===== src/rtl/sscg_pkg.sv =====
package sscg_pkg;
  localparam int unsigned PERIOD_W_DEF = 13;
  localparam int unsigned STEP_W_DEF   = 15;
  localparam int unsigned ACC_W_DEF    = 15;

  typedef enum logic {
    PH_RISE = 1'b0,
    PH_FALL = 1'b1
  } ramp_phase_e;
endpackage


===== src/rtl/sscg_load_ctrl.sv =====
module sscg_load_ctrl (
  input  logic clk,
  input  logic rst,
  input  logic en_i,
  input  logic lock_i,
  input  logic byp_i,
  input  logic pwr_down_i,
  output logic load_o
);
  logic en_d, lock_d;
  logic pulse;

  always_ff @(posedge clk) begin
    if (rst) begin
      en_d   <= 1'b0;
      lock_d <= 1'b0;
    end else begin
      en_d   <= en_i;
      lock_d <= lock_i;
    end
  end

  assign pulse  = (en_i & ~en_d & lock_i) | (lock_i & ~lock_d & en_i);
  assign load_o = byp_i ? pwr_down_i : pulse;

  // the internal load pulse lasts a single cycle
  p_pulse_single_r2: assert property (@(posedge clk) disable iff (rst)
    pulse |=> !pulse);
endmodule


===== src/rtl/sscg_param_shadow.sv =====
module sscg_param_shadow #(
  parameter int unsigned PERIOD_W = 13,
  parameter int unsigned STEP_W   = 15,
  parameter int unsigned ACC_W    = 15
) (
  input  logic                clk,
  input  logic                rst,
  input  logic                load_i,
  input  logic [PERIOD_W-1:0] period_i,
  input  logic [STEP_W-1:0]   step_i,
  output logic [PERIOD_W-1:0] period_o,
  output logic [STEP_W-1:0]   step_o,
  output logic                valid_o,
  output logic                err_o
);
  localparam int unsigned PROD_W = PERIOD_W + STEP_W;
  localparam logic [PROD_W-1:0] LIMIT = PROD_W'((64'd1 << ACC_W) - 64'd1);

  logic [PROD_W-1:0] prod_in;
  assign prod_in = PROD_W'(period_i) * PROD_W'(step_i);

  always_ff @(posedge clk) begin
    if (rst) begin
      period_o <= '0;
      step_o   <= '0;
      valid_o  <= 1'b0;
      err_o    <= 1'b0;
    end else if (load_i) begin
      period_o <= period_i;
      step_o   <= step_i;
      valid_o  <= 1'b1;
      err_o    <= (prod_in >= LIMIT);
    end
  end

  // a load is followed by a valid flag
  p_valid_after_load_r2: assert property (@(posedge clk) disable iff (rst)
    load_i |=> valid_o);
  // without a load the shadow values stay put
  p_shadow_hold_r4: assert property (@(posedge clk) disable iff (rst)
    !load_i |=> ($stable(period_o) && $stable(step_o)));
endmodule


===== src/rtl/sscg_tri_accum.sv =====
module sscg_tri_accum
  import sscg_pkg::*;
#(
  parameter int unsigned PERIOD_W = 13,
  parameter int unsigned STEP_W   = 15,
  parameter int unsigned ACC_W    = 15
) (
  input  logic                clk,
  input  logic                rst,
  input  logic                run_i,
  input  logic [PERIOD_W-1:0] period_i,
  input  logic [STEP_W-1:0]   step_i,
  output logic [ACC_W-1:0]    acc_o
);
  localparam int unsigned PROD_W = PERIOD_W + STEP_W;

  logic [PERIOD_W-1:0] cnt_q;
  ramp_phase_e         phase_q;
  logic                last_cnt;
  logic                idle_cfg;
  logic [ACC_W-1:0]    step_ext;

  assign last_cnt = (PROD_W'(cnt_q) + PROD_W'(1)) == PROD_W'(period_i);
  assign idle_cfg = (period_i == '0) || (step_i == '0);
  assign step_ext = ACC_W'(step_i);

  always_ff @(posedge clk) begin
    if (rst || !run_i || idle_cfg) begin
      acc_o   <= '0;
      cnt_q   <= '0;
      phase_q <= PH_RISE;
    end else begin
      if (phase_q == PH_RISE) acc_o <= acc_o + step_ext;
      else                    acc_o <= acc_o - step_ext;
      if (last_cnt) begin
        cnt_q   <= '0;
        phase_q <= (phase_q == PH_RISE) ? PH_FALL : PH_RISE;
      end else begin
        cnt_q <= cnt_q + 1'b1;
      end
    end
  end

  // each active cycle moves the accumulator by exactly one increment
  p_one_step_r5: assert property (@(posedge clk) disable iff (rst)
    (run_i && !idle_cfg) |=>
      ((acc_o == $past(acc_o) + ACC_W'($past(step_i))) ||
       (acc_o == $past(acc_o) - ACC_W'($past(step_i)))));
  // the accumulator never exceeds the loaded product
  p_peak_bound_r9: assert property (@(posedge clk) disable iff (rst)
    PROD_W'(acc_o) <= PROD_W'(period_i) * PROD_W'(step_i));
endmodule


===== src/rtl/sscg_mod_ctrl.sv =====
module sscg_mod_ctrl
  import sscg_pkg::*;
#(
  parameter int unsigned PERIOD_W = PERIOD_W_DEF,
  parameter int unsigned STEP_W   = STEP_W_DEF,
  parameter int unsigned ACC_W    = ACC_W_DEF
) (
  input  logic                clk,
  input  logic                rst,
  input  logic [PERIOD_W-1:0] mod_period_i,
  input  logic [STEP_W-1:0]   inc_step_i,
  input  logic                mod_en_i,
  input  logic                strobe_byp_i,
  input  logic                pwr_down_i,
  input  logic                pll_lock_i,
  output logic [ACC_W:0]      offset_o,
  output logic                param_valid_o,
  output logic                cfg_err_o
);
  logic                load;
  logic                run;
  logic [PERIOD_W-1:0] period_sh;
  logic [STEP_W-1:0]   step_sh;
  logic [ACC_W-1:0]    acc;

  sscg_load_ctrl u_load (
    .clk        (clk),
    .rst        (rst),
    .en_i       (mod_en_i),
    .lock_i     (pll_lock_i),
    .byp_i      (strobe_byp_i),
    .pwr_down_i (pwr_down_i),
    .load_o     (load)
  );

  sscg_param_shadow #(
    .PERIOD_W (PERIOD_W),
    .STEP_W   (STEP_W),
    .ACC_W    (ACC_W)
  ) u_shadow (
    .clk      (clk),
    .rst      (rst),
    .load_i   (load),
    .period_i (mod_period_i),
    .step_i   (inc_step_i),
    .period_o (period_sh),
    .step_o   (step_sh),
    .valid_o  (param_valid_o),
    .err_o    (cfg_err_o)
  );

  assign run = param_valid_o & ~cfg_err_o & mod_en_i & pll_lock_i &
               ~pwr_down_i & ~load;

  sscg_tri_accum #(
    .PERIOD_W (PERIOD_W),
    .STEP_W   (STEP_W),
    .ACC_W    (ACC_W)
  ) u_accum (
    .clk      (clk),
    .rst      (rst),
    .run_i    (run),
    .period_i (period_sh),
    .step_i   (step_sh),
    .acc_o    (acc)
  );

  assign offset_o = {(acc != '0), acc};

  // without lock the output is zero on the next cycle
  p_unlock_zero_r6: assert property (@(posedge clk) disable iff (rst)
    !pll_lock_i |=> (offset_o == '0));
  // an out-of-range configuration holds modulation off
  p_err_holds_off_r9: assert property (@(posedge clk) disable iff (rst)
    cfg_err_o |=> (offset_o == '0));
  // powered-down PLL gets no offset
  p_pwrdn_zero_r8: assert property (@(posedge clk) disable iff (rst)
    pwr_down_i |=> (offset_o == '0));
endmodule


===== config.mk =====
export PLATFORM = sky130hd
export DESIGN_NAME = sscg_mod_ctrl
export DESIGN_NICKNAME = d
export VERILOG_FILES = /design/src/rtl/sscg_pkg.sv /design/src/rtl/sscg_load_ctrl.sv /design/src/rtl/sscg_param_shadow.sv /design/src/rtl/sscg_tri_accum.sv /design/src/rtl/sscg_mod_ctrl.sv
export SDC_FILE = /design/constraint.sdc
export NUM_CORES = 1
export LEC_CHECK = 0
export BUFFER_PORTS_ARGS = -buffer_cell sky130_fd_sc_hd__buf_2
export CORE_MARGIN = 3
export CORE_UTILIZATION = 44
export DETAILED_ROUTE_END_ITERATION = 6
export GPL_TIMING_DRIVEN = 0
export PLACE_DENSITY = 0.59
export SYNTH_ARGS = -nofsm -noshare
export SYNTH_HDL_FRONTEND = slang
export SYNTH_SLANG_ARGS = --single-unit

===== constraint.sdc =====
create_clock -name clk -period 7.99 [get_ports clk]
set_input_delay 1.598 -clock clk [delete_from_list [all_inputs] [get_ports clk]]
set_output_delay 1.598 -clock clk [all_outputs]
set_load 0.005 [all_outputs]

==> impl_metrics.py <==
metrics = {
    "routing": {
        "drt_wl_total_um": 24400,
        "routed-via-count": 7859,
        "drc": 0,
        "vias_per_cell": 5.21,
        "antenna_left": 0,
        "drtIter0Drc": 455,
        "drtPass1Iterations": 6,
        "wl_per_cell_um": 16.2,
    },
    "place": {
        "pre_cts_ws_ns": -0.238,
        "post-place-cells": 1501,
        "dp_hpwl_um": 20400,
        "port_buffers": 51,
        "gp_congestion": 0.891,
    },
    "clocking": {
        "ctsResizeCount": 0,
        "postCtsHoldBufs": 0,
        "cts_max_level": 3,
        "clk_latency_ns": 0.33,
        "cts_root_buf": "clkbuf_16",
        "clkTransAtPathRegs_ns": 0.05,
        "numCtsBuffers": 9,
        "cts_tree": "built",
        "clk_path_buf_depth": 2,
        "postCtsSetupRepairBufs": 0,
        "cts_sinks": 61,
    },
    "min_path": {
        "min_path_type": "register to register",
    },
    "critical_path": {
        "critical_path.max_stage_delay_ns": 0.55,
        "worstPathRequired_ns": 8.19,
        "crit_type": "input port to register",
        "crit_chain": "buf_2 > clkbuf_1 > and2_1 > fa_1 > fa_1 > fa_1 > fa_1 > inv_1 > fa_1 > inv_1 > ha_1 > clkbuf_2 > a21o_1 > a221oi_1 > o2111ai_1 > a221oi_1 > nand4_1 > a2111oi_1 > o311ai_0 > nor4_2 > a211oi_2",
        "start_kind": "input port",
        "critPathTopFamily": "adder cells",
        "path_common_cell": "fa_1",
        "r2r_slack_ns": 4.22,
        "path_buf_inv": 5,
        "worstPathMaxFanout": 10,
        "cp.arrival_ns": 7.97,
        "crit_path_end_kind": "register",
        "slowest_stage": "fa_1",
    },
    "power": {
        "comb_power_share_pct": 80.5,
        "leakage_nw": 5.17,
        "p_total_mw": 3.80,
        "clkPwrFrac_pct": 10.9,
        "sw_frac_of_total_pct": 50.3,
        "p_per_area_nw_per_um2": 355,
        "pwr-share-seq_pct": 8.6,
        "irDropWorstVdd_uv": 281,
        "p_int_mw": 1.89,
        "p_sw_mw": 1.91,
    },
    "yosys": {
        "yosysUniqueCellTypes": 76,
        "synth_area_um2": 9820,
        "syn_nets": 1437,
        "avgSynthCellArea_um2": 8.39,
        "synth_seq_area_share_pct": 12.4,
        "async_reset_ff_share_pct": 0,
        "netlist_instances": 1170,
        "synth-main-ff-cell": "dfxtp_1",
        "synth_edf_count": 0,
        "synth_seq_cells": 61,
        "ys_warn_count": 0,
    },
    "global_route": {
        "grt_pass1_wl_um": 40800,
        "grt_start_max_net_pins": 11,
        "grt_pass1_vias": 7914,
        "grt_antenna_before_repair": 2,
        "gr-total-overflow": 0,
        "grt_usage_pct": 21.1,
    },
    "sta": {
        "finClkSkew_ns": 0.00735,
        "tightest_slew_ns": 0.624,
        "rsz0062_at_grt": "no",
        "drv_slew": 0,
        "finalWorstPathRequiredPeriod_ns": 7.77,
        "fmax_ghz": 0.129,
        "hold_viol": 0,
        "slew_headroom_pct": 58.4,
        "fin_crit_sh_pct": 97.3,
        "final-setup-viol-count": 0,
        "whs_ns": 0.478,
        "setup_slack_ns": 0.220,
    },
    "layout": {
        "most-common-layout-cells": "inv_1 (201), nand2_1 (174), fa_1 (144), and2_1 (102), ha_1 (89)",
        "nNetsFinal": 1491,
        "fin_cells": 1508,
        "final_util_pct": 49.0,
        "area_growth_pct": 9.16,
        "n_antenna_cell": 0,
        "drive_gt1_share_pct": 8.39,
        "layout_commonest_cell": "inv_1",
    },
    "die": {
        "start_util_pct": 44.9,
        "die_area_um2": 24100,
        "io-pin-count": 52,
        "fp.dieH_um": 155,
        "num_rows": 54,
        "fp.dieW_um": 155,
        "core_area_um2": 21900,
    },
    "job": {
        "drv_cap": 0,
    },
    "outcome": {
        "outcome": "completed",
    },
}
==> layout make-up <==
class / instances / area, um^2
clock inverters: 4 / 72.6
flip-flops and latches: 61 / 1220
inverters: 201 / 754
fillers: 2215 / 11200
well taps: 280 / 350
clock buffers: 11 / 243
repair buffers: 51 / 255
plain buffers: 37 / 191
multi-input cells: 863 / 7630
==> path summary, 6_finish.rpt <==
check                                          from                   to  depth (start not counted)
worst max register to register      u_accum.phase_q    u_accum.acc_o[13]                         12
worst min register to register  u_shadow.step_o[14]  u_shadow.step_o[14]                          2
worst max-delay path                  inc_step_i[4]       u_shadow.err_o                         21
worst min-delay path            u_shadow.step_o[14]  u_shadow.step_o[14]                          2
==> power by group through the flow <==
| stage | Sequential, mW | Clock [mW] | Combinational [mW] |
|---|---|---|---|
| 3_3_place_gp | 0.332 | 0 | 3.04 |
| 6_report | 0.325 | 0.415 | 3.06 |
| 3_5_place_dp | 0.332 | 0 | 3.06 |
| 4_1_cts | 0.325 | 0.423 | 3.08 |
| 5_1_grt | 0.327 | 0.438 | 3.49 |
| 2_1_floorplan | 0.329 | 0 | 2.43 |
==> kinds of logic after synthesis <==
kind of cell | share of synthesized area (%)
XOR/XNOR | 5.52
flip-flops | 12.4
buffers and inverters | 9.86
AO/OA/AOI/OAI | 9.65
AND/OR/NAND/NOR | 21.2
adder cells (fa/ha/maj) | 40.7
multiplexers | 0.624
==> per-layer routing <==
layer / part of all wire (%) / GRT usage, % / vias to the layer above
met4: 1.4 / 3.58 / 0
met1: 47 / 31.1 / 3842
li1: - / - / 3798
met5: 0 / 0 / -
met3: 5.6 / 3.48 / 30
met2: 46 / 33.2 / 189
==> through the flow <==
step	TNS (ns)	instance area (um^2)
global placement	-0.247	10400
finish	0	10700
CTS	0	10700
global route	0	10700
floorplan	0	9820
detailed placement	-0.238	10400
==> synthesized netlist by cell type, drive strengths merged (2+ instances only) <==
cell	instances	area share (%)
o41ai	3	0.34
or2	2	0.15
dfxtp	61	12
o31ai	6	0.70
ha	89	11
nand2b	3	0.22
nor3b	4	0.36
a21oi	56	2.9
a211oi	3	0.33
o21bai	4	0.31
fa	144	29
a2111oi	3	0.28
buf	3	0.20
a221oi	2	0.18
or4	3	0.27
inv	201	7.7
and2	102	6.5
o2111ai	3	0.27
nand2	174	6.7
o21ai	14	0.71
a21o	11	0.85
and3	3	0.19
nor2b	8	0.51
xor2	27	2.4
nor3	22	1.1
nand4b	2	0.18
a21boi	2	0.15
nand3	16	0.82
clkbuf	41	1.9
or3	5	0.34
mux2i	5	0.51
o211ai	6	0.61
a31oi	5	0.32
xnor2	34	3.1
o31a	2	0.27
nand4	8	0.51
nor2	66	2.5
nor4	9	0.64
==> worst register-to-register path, delay by kind of cell, from the launching register on <==
kind | cells | cell delay, ns
XOR/XNOR | 1 | 0.17
AO/OA/AOI/OAI | 6 | 1.71
adder cells (fa/ha/maj) | 1 | 0.29
flip-flops | 1 | 0.45
AND/OR/NAND/NOR | 2 | 0.18
multiplexers | 1 | 0.38
buffers and inverters | 1 | 0.47
==> sequential cells by signal (all words and copies together), names as in the netlist <==
| signal | cells |
|---|---|
| u_accum.acc_o | 15 |
| u_shadow.step_o | 15 |
| u_accum.cnt_q | 13 |
| u_shadow.period_o | 13 |
| u_accum.phase_q | 1 |
| u_load.en_d | 1 |
| u_load.lock_d | 1 |
| u_shadow.err_o | 1 |
| u_shadow.valid_o | 1 |
No activity file was read; power rests on OpenSTA's default activity.
